<file path="config.mk">
export PLATFORM = sky130hd
export DESIGN_NAME = dbg_req_hs
export DESIGN_NICKNAME = d
export VERILOG_FILES = /design/src/rtl/dbg_hs_pkg.sv /design/src/rtl/dbg_src_merge.sv /design/src/rtl/dbg_hs_regs.sv /design/src/rtl/dbg_req_hs.sv
export SDC_FILE = /design/constraint.sdc
export NUM_CORES = 1
export LEC_CHECK = 0
export BUFFER_PORTS_ARGS = -buffer_cell sky130_fd_sc_hd__buf_2
export CORE_AREA = 2 2 39 41
export DETAILED_ROUTE_END_ITERATION = 10
export DIE_AREA = 0 0 41 43
export PLACE_DENSITY_LB_ADDON = 0.3
export REMOVE_ABC_BUFFERS = 1
export SLEW_MARGIN = 20
export SYNTH_ARGS = -nofsm -noshare
export SYNTH_HDL_FRONTEND = slang
export SYNTH_SLANG_ARGS = --single-unit
</file>
<file path="constraint.sdc">
create_clock -name clk -period 1.2 [get_ports clk]
set_input_delay 0.12 -clock clk [delete_from_list [all_inputs] [get_ports clk]]
set_output_delay 0.12 -clock clk [all_outputs]
set_load 0.02 [all_outputs]
</file>
<file path="src/rtl/dbg_hs_pkg.sv">
package dbg_hs_pkg;
    localparam int SRC_W  = 3;
    localparam int SRC_SW = 0;
    localparam int SRC_HW = 1;
    localparam int SRC_BP = 2;
    localparam int CFG_W  = 2;
    localparam int CFG_REQ = 0;
    localparam int CFG_EN  = 1;

    typedef struct packed {
        logic             req;
        logic             bkpt;
        logic             wake;
        logic [SRC_W-1:0] src;
        logic             ack;
        logic             mask;
    } hs_state_t;
endpackage

</file>
<file path="src/rtl/dbg_src_merge.sv">
module dbg_src_merge
    import dbg_hs_pkg::*;
(
    input  logic             sw_set,
    input  logic             hw_line,
    input  logic             hw_en,
    input  logic             bkpt_hit,
    input  logic             core_ack,
    output logic [SRC_W-1:0] trig
);
    logic [SRC_W-1:0] raw;

    always_comb begin
        raw         = '0;
        raw[SRC_SW] = sw_set;
        raw[SRC_HW] = hw_line & hw_en;
        raw[SRC_BP] = bkpt_hit;
        // no new entry is queued while the core is already in debug
        trig        = core_ack ? '0 : raw;
    end
endmodule

</file>
<file path="src/rtl/dbg_hs_regs.sv">
module dbg_hs_regs
    import dbg_hs_pkg::*;
#(
    parameter int LP_W = 3
) (
    input  logic             clk,
    input  logic             rst_n,
    input  logic [SRC_W-1:0] trig,
    input  logic [SRC_W-1:0] clr,
    input  logic             core_ack,
    input  logic             bkpt_hit,
    input  logic [LP_W-1:0]  lp,
    input  logic             mask_we,
    input  logic             mask_val,
    output hs_state_t        st_q
);
    hs_state_t st_d;

    always_comb begin
        st_d      = st_q;
        st_d.bkpt = bkpt_hit;
        st_d.ack  = core_ack;
        if (mask_we) begin
            st_d.mask = mask_val;
        end
        if (core_ack) begin
            st_d.req = 1'b0;
        end else if (|trig) begin
            st_d.req = 1'b1;
        end
        st_d.src  = (st_q.src & ~clr) | trig;
        st_d.wake = st_d.req & ~st_q.req & (|lp);
    end

    always_ff @(posedge clk) begin
        if (!rst_n) begin
            st_q <= '0;
        end else begin
            st_q <= st_d;
        end
    end
endmodule

</file>
<file path="src/rtl/dbg_req_hs.sv">
module dbg_req_hs
    import dbg_hs_pkg::*;
#(
    parameter int LP_W = 3
) (
    input  logic             clk,
    input  logic             rst_n,
    input  logic             cfg_we,
    input  logic [CFG_W-1:0] cfg_wdata,
    input  logic [SRC_W-1:0] stat_clr,
    input  logic             hw_dbg_req,
    input  logic             bkpt_hit,
    input  logic             core_ack,
    input  logic [LP_W-1:0]  lp_state,
    output logic             dbg_req_o,
    output logic             bkpt_req_o,
    output logic             wake_o,
    output logic [SRC_W-1:0] stat_src_o,
    output logic             stat_ack_o,
    output logic             hw_en_o
);
    logic [SRC_W-1:0] trig;
    hs_state_t        st_q;

    dbg_src_merge u_merge (
        .sw_set   (cfg_we & cfg_wdata[CFG_REQ]),
        .hw_line  (hw_dbg_req),
        .hw_en    (st_q.mask),
        .bkpt_hit (bkpt_hit),
        .core_ack (core_ack),
        .trig     (trig)
    );

    dbg_hs_regs #(.LP_W(LP_W)) u_regs (
        .clk      (clk),
        .rst_n    (rst_n),
        .trig     (trig),
        .clr      (stat_clr),
        .core_ack (core_ack),
        .bkpt_hit (bkpt_hit),
        .lp       (lp_state),
        .mask_we  (cfg_we),
        .mask_val (cfg_wdata[CFG_EN]),
        .st_q     (st_q)
    );

    assign dbg_req_o  = st_q.req;
    assign bkpt_req_o = st_q.bkpt;
    assign wake_o     = st_q.wake;
    assign stat_src_o = st_q.src;
    assign stat_ack_o = st_q.ack;
    assign hw_en_o    = st_q.mask;
endmodule

</file>
**Word level (Yosys, flattened, before mapping)**

Cells that the tools add are included.

- Input port bits: 14
- Flip-flop bits (word level): 8
- Output and inout port bits: 8

- Bitwise gates (word level): 8
- Reductions and logical operators: 2
- Muxes and demuxes: 3

Operators with widths:

| operator | count |
|---|---|
| OR reduction 3 bit | 2 |
| AND 1 bit | 4 |
| AND 3 bit | 1 |
| two-way mux 3 bit | 1 |
| inverter 3 bit | 1 |
| OR 3 bit | 1 |
| two-way mux 1 bit | 2 |
| inverter 1 bit | 1 |

**Logic depth before layout (Yosys ltp)**

Gate-level depths: netlist (run 1).

- Depth after elaboration: 7
- Gate-level depth with buffers: 2
- Mapped depth without buffers: 2

**By module**

A second synthesis (run 1) with hierarchy kept.

- Cell total of the unflattened synthesis: 27
- Area, all modules: 302.8 um^2

By module, submodules not included:

| module | instances | area each (um^2) | sequential area each (um^2) | cells an instance |
|---|---|---|---|---|
| dbg_hs_regs | 1 | 275.3 | 160.2 | 23 |
| dbg_src_merge | 1 | 21.3 | 0.0 | 3 |
| dbg_req_hs | 1 | 6.3 | 0.0 | 1 |

**Worst setup path after synthesis (run 1)**

No wires, ideal clock.

- Path type: reg-to-reg
- Start point: reg u_regs.st_q[0] (netlist name)
- End point: reg u_regs.st_q[7] (netlist name)
- Setup slack: 308 ps
- Clock period less this slack: 892 ps
- Arrival: 767 ps
- Path buffers: 0
- Stages on the path, launching flop included: 3
- Setup time: 126 ps
- Path through: dfxtp_1 > a221oi_2 > a21oi_1

- Cells in the longest elaborated chain, start to end: 5

Ends and longest elaborated chain:

| what | RTL line | RTL |
|---|---|---|
| AND 1 bit | dbg_src_merge.sv:16 | `raw[SRC_HW] = hw_line & hw_en;` |
| two-way mux 3 bit | dbg_src_merge.sv:19 | `trig = core_ack ? '0 : raw;` |
| OR reduction 3 bit | dbg_hs_regs.sv:28 | `end else if (\|trig) begin` |
| two-way mux 1 bit | dbg_hs_regs.sv:28 |  |
| two-way mux 1 bit | dbg_hs_regs.sv:26 | `if (core_ack) begin` |

No other way between the ends.
A chain may end at the register's enable or synchronous reset.

**Worst setup path after layout (run 1)**

- Start point: reg u_regs.st_q[0] (netlist name)
- End point: out hw_en_o

RTL lines:

| what | RTL line | RTL |
|---|---|---|
| end, declared | dbg_req_hs.sv:20 | `output logic hw_en_o` |

No word-level cell between the ends.

==> flow_metrics.env, run 1 <==
export IMPL_power_mw=0.563
export IMPL_worstPathRequired_ps=1080
export IMPL_drive_gt1_share_pct=51.0
export IMPL_area_growth_pct=49.2
export IMPL_cts_tree="built"
export IMPL_switchingPower_mw=0.130
export IMPL_worstSkewPairLatency_ps=240
export IMPL_antenna_cells=0
export IMPL_io_buffers=21
export IMPL_cts_reportedPaths_clkPinSlew_ps=60
export IMPL_yosysTopAreaCell="dfxtp_1"
export IMPL_endpoint_kind="primary output"
export IMPL_p_leak_nw=0.214
export IMPL_antenna_found_initial=0
export IMPL_clock_sinks=8
export IMPL_root_buffer="clkbuf_4"
export IMPL_fin_util_pct=32.4
export IMPL_die_area_mm2=0.00176
export IMPL_largestRegisters="u_regs.st_q (8)"
export IMPL_drt_initial_drc_count=1
export IMPL_worstSetupPathType="reg2out"
export IMPL_status="finished clean"
export IMPL_grt_pass1_vias=221
export IMPL_rows=14
export IMPL_first_pass_iters=2
export IMPL_drtAntennaViolNets=0
export IMPL_routed_wl_um=553
export IMPL_wl_per_cell_um=8.25
export IMPL_hold_viol=0
export IMPL_power_density_mw_per_mm2=1260
export IMPL_ys_warn_count=0
export IMPL_cts_setup_buffers=0
export IMPL_path_cells="buf_2"
export IMPL_grt_use_total_pct=7.54
export IMPL_regArea_um2=160
export IMPL_place_congestion=0.704
export IMPL_slew_violations=0
export IMPL_netlist_area_leader_share_pct=53.3
export IMPL_vdd_ir_drop_max_v=0.000638
export IMPL_largest_reg_flops=8
export IMPL_finalCritPeriodShare_pct=77.6
export IMPL_die_y_um=43
export IMPL_die_x_um=41
export IMPL_cts_resized=0
export IMPL_drv_cap=0
export IMPL_largest_register="u_regs.st_q"
export IMPL_fin_crit_ps=932
export IMPL_hold_buffers=0
export IMPL_slowest_stage="dfxtp_1"
export IMPL_nFillCells=147
export IMPL_avgSynthCellArea_um2=11.1
export IMPL_p_int_mw=0.433
export IMPL_switching_share_pct=23.1
export IMPL_max_stage_delay_ps=380
export IMPL_worst_slew_pin_transition_ps=247
export IMPL_path_max_fanout=4
export IMPL_p_seq_share_pct=50.7
export IMPL_syn_inst=27
export IMPL_cts_buffers_inserted=3
export IMPL_p_comb_share_pct=14.4
export IMPL_pwr_share_clk_pct=35.0
export IMPL_via_per_inst=4.10
export IMPL_yosysSeqAreaShare_pct=53.3
export IMPL_synth_area_top_cells="dfxtp_1 53%, nand2b_1 8.3%, a21boi_0 5.0%, a221oi_2 5.0%, nand3b_1 5.0%"
export IMPL_grt_overflow_total=0
export IMPL_grt_setup_unrepaired="false"
export IMPL_synth_cell_types=14
export IMPL_crit_buf_inv=1
export IMPL_grt_max_degree=8
export IMPL_hp_class="in2reg"
export IMPL_drcViolationCount=0
export IMPL_coreArea_mm2=0.00138
export IMPL_setup_tns_final_ps=0
export IMPL_start_kind="register"
export IMPL_critical_path_top_delay_family="flip-flops"
export IMPL_start_util_pct=21.7
export IMPL_slew_limit_headroom_pct=83.5
export IMPL_via_count=275
export IMPL_ys_ff_latch=8
export IMPL_cp_arrival_ps=810
export IMPL_grt_pass1_wl_um=848
export IMPL_io_pins=22
export IMPL_final_nets=67
export IMPL_cts_max_level=1
export IMPL_multi_input_area_um2=136
export IMPL_dp_final_hpwl_um=483
export IMPL_syn_area_um2=300
export IMPL_finalSetupViolations=0
export IMPL_clk_path_buf_depth=2
export IMPL_fin_skew_ps=0.0744
export IMPL_max_freq_ghz=1.07
-- worst paths after layout --
check,slack (ps),from,end,cells after the start
hold / removal,130,bkpt_hit,u_regs.st_q[6],2
hold reg to reg,460,u_regs.st_q[7],u_regs.st_q[5],1
setup reg to reg,370,u_regs.st_q[0],u_regs.st_q[7],2
setup / recovery,270,u_regs.st_q[0],hw_en_o,1
-- per-layer routing --
metal  vias up  GRT usage (%)  share of wire [%]
met2        10           10.3                 45
li1        142              -                  -
met1       121           8.71                 43
met5         -              0                  0
met3         2           3.14                9.6
met4         0           6.00                1.4
-- Yosys cell counts --
library cell and n:
mux2i_1 1, dfxtp_1 8, inv_1 1, or2b_1 1, nor4_2 1, a221oi_2 1
a21oi_1 1, nand3b_1 2, and2_1 2, nand2b_1 4, nor2b_1 1, nor3_1 1
a21boi_0 2, a21boi_1 1
-- power groups by stage --
| stage | Sequential (mW) | Combinational (mW) | Clock, mW |
|---|---|---|---|
| 2_1_floorplan | 0.308 | 0.0232 | 0 |
| 3_3_place_gp | 0.291 | 0.0820 | 0 |
| 6_report | 0.285 | 0.0808 | 0.197 |
| 5_1_grt | 0.287 | 0.0886 | 0.214 |
| 3_5_place_dp | 0.291 | 0.0822 | 0 |
| 4_1_cts | 0.285 | 0.0824 | 0.204 |
-- through the flow --
| stage | hold WS (ps) | worst slack [ps] | cells | area (µm²) |
|---|---|---|---|---|
| after floorplan | 242 | 308 | 27 | 300 |
| after global placement | 374 | 374 | 64 | 425 |
| after detailed placement | 377 | 356 | 64 | 425 |
| after CTS | 127 | 259 | 67 | 448 |
| after global routing | 145 | 214 | 67 | 448 |
| final | 127 | 268 | 67 | 448 |
-- logic make-up (layout without fill, tap and decap cells) --
logic type | after synthesis | in the layout | synth area share [%]
muxes | 1 | 1 | 3.33
and+or+nand+nor | 12 | 12 | 27.9
DFF | 8 | 8 | 53.3
AOI/OAI and AO/OA | 5 | 5 | 14.2
buffers and inverters | 1 | 25 | 1.25
-- cells in the final DEF (no fill, tap or decap) --
cell and count:
a21boi_0 2, a21boi_1 1, a21oi_1 1, a221oi_2 1, and2_1 2, buf_2 21
clkbuf_4 3, dfxtp_1 8, inv_1 1, mux2i_1 1, nand2b_1 4, nand3b_1 2
nor2b_1 1, nor3_1 1, nor4_2 1, or2b_1 1
-- cell type report --
| class | count | area share (%) |
|---|---|---|
| repair buffers | 21 | 23.5 |
| inverters | 1 | 0.838 |
| clock buffers | 3 | 5.03 |
| flip-flops and latches | 8 | 35.8 |
| well taps | 16 | 4.47 |
| multi-input cells | 18 | 30.4 |
(Power assumes the default switching activity.)
==> inputs of run 2 (changes only) <==
ABC_AREA = 1   (was unset)
clock period = 0.8 ns   (was 1.2 ns; I/O delays follow)
==> run 2 against run 1 <==
Compared with the run above: the run now ends with setup timing left; power is 62% higher; first-iteration DRC count is 100% lower; hold slack worse by 96 ps; design area is 18% higher; combinational power is 94% higher; count of clock-buffer cells in the layout stayed put; critical path depth stayed put; die area stayed put; global-route usage is 1.4 points higher; final cell count is 16% higher; sequential power is 53% higher; largest cell class unchanged; largest power group unchanged.
==> flow_metrics.env, run 2 <==
export IMPL_status="finished, violations left"
export IMPL_violations="setup timing"
export IMPL_hold_buffers=0
export IMPL_clock_sinks=8
export IMPL_ys_ff_latch=8
export IMPL_largest_reg_flops=8
export IMPL_largest_register="u_regs.st_q"
export IMPL_hp_class="in2reg"
export IMPL_dp_cells=74
export IMPL_p_int_mw=0.677
export IMPL_power_density_mw_per_mm2=1730
export IMPL_netlist_area_leader_share_pct=53.8
export IMPL_hold_viol=0
export IMPL_max_stage_delay_ps=350
export IMPL_io_buffers=21
export IMPL_dp_final_hpwl_um=527
export IMPL_yosysSeqAreaShare_pct=53.8
export IMPL_switching_share_pct=25.7
export IMPL_slew_limit_headroom_pct=90.4
export IMPL_r2r_cells=3
export IMPL_hold_depth=2
export IMPL_ys_flop_type="dfxtp_1"
export IMPL_io_pins=22
export IMPL_critical_path_top_delay_family="flip-flops"
export IMPL_drtAntennaViolNets=0
export IMPL_fin_skew_ps=4.10
export IMPL_final_area_um2=527
export IMPL_via_count=311
export IMPL_die_x_um=41
export IMPL_setup_ws_ps=-9.16
export IMPL_switchingPower_mw=0.234
export IMPL_path_max_fanout=3
export IMPL_synth_edff_count=0
export IMPL_antenna_cells=0
export IMPL_r2r_start="u_regs.st_q[0]"
export IMPL_drcViolationCount=0
export IMPL_first_pass_iters=1
export IMPL_slew_violations=0
export IMPL_coreArea_mm2=0.00138
export IMPL_grt_pass1_wl_um=966
export IMPL_rows=14
export IMPL_drive_gt1_share_pct=66.1
export IMPL_syn_area_um2=298
export IMPL_p_leak_nw=0.282
export IMPL_slowest_stage="dfxtp_2"
export IMPL_final_nets=78
export IMPL_synth_cell_types=12
export IMPL_grt_use_total_pct=8.93
export IMPL_async_flop_share_pct=0
export IMPL_worst_slew_pin_transition_ps=142
export IMPL_area_growth_pct=76.9
export IMPL_pre_cts_slack_ps=58.5
export IMPL_path_cells="buf_6"
export IMPL_max_freq_ghz=1.24
export IMPL_root_buffer="clkbuf_4"
export IMPL_reg2reg_slack_ps=40
export IMPL_final_common_cell="buf_2"
export IMPL_place_area_um2=423
export IMPL_synth_area_top_cells="dfxtp_1 54%, inv_1 10%, nand2_1 8.8%, a21oi_1 6.7%, nand3_2 6.7%"
export IMPL_grt_setup_unrepaired="true"
export IMPL_drt_initial_drc_count=0
export IMPL_grt_pass1_vias=260
export IMPL_worstPathRequired_ps=720
export IMPL_cts_buffers_inserted=3
export IMPL_r2r_end="u_regs.st_q[3]"
export IMPL_routed_wl_um=711
export IMPL_netlist_top_cells_count="8 x dfxtp_1, 8 x inv_1, 7 x nand2_1"
export IMPL_ys_warn_count=0
export IMPL_endpoint_kind="primary output"
export IMPL_power_mw=0.911
export IMPL_fin_crit_ps=809
export IMPL_largestRegisters="u_regs.st_q (8)"
export IMPL_start_kind="register"
export IMPL_layout_common_cells="13 x buf_2, 8 x inv_1, 8 x buf_6, 8 x dfxtp_2, 6 x nand2_1"
export IMPL_grt_overflow_total=0
export IMPL_via_per_inst=3.99
export IMPL_wl_per_cell_um=9.12
export IMPL_p_comb_share_pct=17.3
export IMPL_worstSetupPathType="reg2out"
export IMPL_cp_arrival_ps=730
export IMPL_antenna_found_initial=0
export IMPL_drv_cap=0
export IMPL_finalSetupViolations=1
export IMPL_worstSkewPairLatency_ps=250
export IMPL_syn_inst=37
export IMPL_die_y_um=43
export IMPL_die_area_mm2=0.00176
export IMPL_crit_buf_inv=1
export IMPL_pwr_share_clk_pct=34.9
export IMPL_start_util_pct=21.5
export IMPL_vdd_ir_drop_max_v=0.000605
export IMPL_yosysTopAreaCell="dfxtp_1"
export IMPL_place_congestion=0.683
export IMPL_stdcell_count=78
export IMPL_grt_max_degree=5
export IMPL_avgSynthCellArea_um2=8.05
export IMPL_min_from="cfg_we"
export IMPL_cts_reportedPaths_clkPinSlew_ps=60
export IMPL_cts_tree="built"
export IMPL_whs_endpoint="u_regs.st_q[0]"
export IMPL_cts_max_level=1
export IMPL_finalCritPeriodShare_pct=101
export IMPL_clk_path_buf_depth=2
export IMPL_p_seq_share_pct=47.9
-- run 2: changes by cell type after synthesis, moves of 2 or more --
cell	before	now
a21oi_1	1	4
a21boi_0	2	0
nor2_1	0	2
nand3b_1	2	0
nand2b_1	4	0
and2_1	2	0
nand3_2	0	2
inv_1	1	8
nand2_1	0	7
-- run 2: metal layers --
metal  track usage [%]  up-vias  part of all wire [%]
li1                  -      163                     -
met1              8.97      129                    40
met2              11.3       17                    45
met3              5.24        2                    13
met4              10.0        0                   1.3
met5                 0        -                     0
-- run 2: worst max path at each step --
stage / slack, ps / depth (start not counted) / from / to
after floorplan: -20 / 4 / u_regs.st_q[0] / u_regs.st_q[5]
after global placement: 80 / 4 / u_regs.st_q[0] / u_regs.st_q[5]
after detailed placement: 60 / 4 / u_regs.st_q[0] / u_regs.st_q[5]
after CTS: -10 / 1 / u_regs.st_q[0] / hw_en_o
after global routing: -40 / 1 / u_regs.st_q[0] / hw_en_o
final: -9 / 1 / u_regs.st_q[0] / hw_en_o
-- run 2: timing repair --
action,4_1_cts,5_1_grt
setup endpoints to repair,5,8
buffers inserted,0,1
cloned,0,0
resized for setup,15,13
pin swaps,0,3
-- run 2: metrics by stage --
stage	util, %	TNS, ps	hold WS [ps]
after floorplan	-	-19.9	173
after global placement	30.6	0	301
after detailed placement	30.6	0	309
after CTS	34.9	-24.6	26.8
after global routing	38.1	-82.9	22.1
final	38.1	-9.16	30.8
-- run 2: area by class of cell --
type / instances / area [µm²]
timing repair buffer: 22 / 163
inverter: 9 / 33.8
tap: 16 / 20.0
fill: 147 / 857
clock buffer: 3 / 22.5
multi-input combinational: 20 / 118
sequential: 8 / 170
-- run 2: logic make-up after synthesis --
kind of cell,count (synthesis),share of synthesized area (%)
AND/OR/NAND/NOR,14,23.5
buffers and inverters,9,11.3
flip-flops,8,53.8
AO/OA/AOI/OAI,6,11.3
-- run 2: power groups by stage --
stage / logic (mW) / registers, mW / clock network (mW)
6_report: 0.157 / 0.436 / 0.318
5_1_grt: 0.172 / 0.438 / 0.354
4_1_cts: 0.139 / 0.433 / 0.328
3_5_place_dp: 0.125 / 0.436 / 0
3_3_place_gp: 0.125 / 0.436 / 0
2_1_floorplan: 0.0376 / 0.462 / 0
==> inputs of run 3 (changes only) <==
BUFFER_PORTS_ARGS = -buffer_cell sky130_fd_sc_hd__buf_4   (was -buffer_cell sky130_fd_sc_hd__buf_2)
REMOVE_ABC_BUFFERS = unset   (was 1)
==> run 3 against run 2 <==
Compared with the run above: clock power is 4% lower; the flow still finishes with violations (setup timing); setup slack better by 3.0 ps; first-iteration DRC count is 3 higher; critical path depth stayed put; sequential share of layout area is 0.49 points lower; largest cell class is now non-clock buffers; clock skew is 3.9 ps lower; via count is 2.6% higher; critical endpoint unchanged; design area is 0.71% lower; utilization is 0.27 points lower; sequential power hardly changed; count of clock-buffer cells in the layout stayed put; fmax is 0.37% higher; largest power group unchanged.
==> flow_metrics.env, run 3 (synthesis gave the netlist of run 2 again) <==
export IMPL_largest_register="u_regs.st_q"
export IMPL_finalSetupViolations=1
export IMPL_cp_arrival_ps=730
export IMPL_first_pass_iters=4
export IMPL_die_y_um=43
export IMPL_slew_limit_headroom_pct=90.3
export IMPL_worst_slew_pin_transition_ps=144
export IMPL_hold_buffers=0
export IMPL_cts_buffers_inserted=3
export IMPL_hold_ws_ps=17.2
export IMPL_die_area_mm2=0.00176
export IMPL_status="finished, violations left"
export IMPL_slew_violations=0
export IMPL_hold_viol=0
export IMPL_stdcell_count=77
export IMPL_crit_buf_inv=1
export IMPL_path_cells="buf_6"
export IMPL_antenna_found_initial=0
export IMPL_setup_ws_ps=-6.19
export IMPL_drv_cap=0
export IMPL_finalCritPeriodShare_pct=101
export IMPL_use_met3_pct=5.24
export IMPL_power_density_mw_per_mm2=1720
export IMPL_routed_wl_um=661
export IMPL_max_stage_delay_ps=350
export IMPL_setup_tns_final_ps=-6.19
export IMPL_cts_max_level=1
export IMPL_nFillCells=148
export IMPL_coreArea_mm2=0.00138
export IMPL_drive_gt1_share_pct=54.1
export IMPL_wl_per_cell_um=8.58
export IMPL_via_count=319
export IMPL_largestRegisters="u_regs.st_q (8)"
export IMPL_io_buffers=21
export IMPL_vdd_ir_drop_max_v=0.000729
export IMPL_area_growth_pct=75.6
export IMPL_worstPathRequired_ps=720
export IMPL_drtAntennaViolNets=0
export IMPL_drt_initial_drc_count=3
export IMPL_fin_util_pct=37.8
export IMPL_start_util_pct=21.5
export IMPL_root_buffer="clkbuf_4"
export IMPL_place_congestion=0.632
export IMPL_die_x_um=41
export IMPL_fin_skew_ps=0.158
export IMPL_antenna_cells=0
export IMPL_layout_common_cells="16 x buf_4, 8 x inv_1, 7 x nand2_1"
export IMPL_start_kind="register"
export IMPL_largest_reg_flops=8
export IMPL_cts_reportedPaths_clkPinSlew_ps=50
export IMPL_p_leak_nw=0.282
export IMPL_cts_setup_buffers=0
export IMPL_drcViolationCount=0
export IMPL_synthesis_nets=51
export IMPL_via_per_inst=4.14
export IMPL_grt_pass1_wl_um=966
export IMPL_grt_max_degree=5
export IMPL_grt_setup_unrepaired="true"
export IMPL_grt_overflow_total=0
export IMPL_critical_path_top_delay_family="flip-flops"
export IMPL_worstSkewPairLatency_ps=250
export IMPL_slowest_stage="dfxtp_2"
export IMPL_busiest_layer="met2"
export IMPL_fin_crit_ps=806
export IMPL_final_common_cell="buf_4"
export IMPL_multi_input_area_um2=104
export IMPL_cts_tree="built"
export IMPL_met1_usage_pct=9.68
export IMPL_rows=14
export IMPL_final_nets=77
export IMPL_dp_cells=74
export IMPL_violations="setup timing"
export IMPL_max_freq_ghz=1.24
export IMPL_grt_use_met2_pct=10.6
export IMPL_grt_pass1_vias=260
export IMPL_clock_sinks=8
export IMPL_clk_path_buf_depth=2
export IMPL_io_pins=22
export IMPL_dp_final_hpwl_um=531
export IMPL_regArea_um2=166
export IMPL_worstSetupPathType="reg2out"
export IMPL_grt_use_total_pct=8.64
export IMPL_hp_class="in2reg"
export IMPL_endpoint_kind="primary output"
export IMPL_path_max_fanout=3
## run 3: cell types whose count changed in the layout (fill, tap and decap cells not counted), moves of 3 or more
cell | before | now
dfxtp_2 | 8 | 5
buf_4 | 1 | 16
buf_2 | 13 | 0
dfxtp_1 | 0 | 3
buf_6 | 8 | 5
## run 3: final timing paths
| check | slack, ps | end | cells past startpoint | start |
|---|---|---|---|---|
| max | -6 | hw_en_o | 1 | u_regs.st_q[0] |
| max reg2reg | 90 | u_regs.st_q[7] | 4 | u_regs.st_q[7] |
| min reg2reg | 470 | u_regs.st_q[4] | 2 | u_regs.st_q[4] |
| min | 20 | u_regs.st_q[0] | 2 | cfg_we |
## run 3: final cells by class
type	count	share of cell area, %
clock buffers	3	4.31
inverters	9	6.46
multi-input cells	20	19.9
flip-flops and latches	8	31.8
well taps	16	3.83
repair buffers	21	33.7
## run 3: power by group
part           total, mW  switching (mW)  leakage [nW]  internal [mW]
registers          0.434          0.0120        0.0678          0.422
logic              0.161          0.0713         0.200         0.0897
clock network      0.304           0.132        0.0138          0.171
## run 3: routing by layer
layer / share of wire (%) / routed length [µm]
met5: 0 / 0
met4: 1.7 / 11
met3: 17 / 113
met2: 42 / 279
met1: 39 / 257
## run 3: timing repair
| action | CTS | global route |
|---|---|---|
| endpoints found under the hold margin | 0 | 0 |
| resized for setup | 7 | 2 |
| setup endpoints to repair | 5 | 4 |
## run 3: stage by stage
stage	worst slack (ps)	instance area [µm²]	total power, mW
2_1_floorplan	43.5	299	0.500
3_3_place_gp	104	477	0.592
3_5_place_dp	103	477	0.593
4_1_cts	-16.6	520	0.914
5_1_grt	-32.5	523	0.940
6_report	-6.19	523	0.898
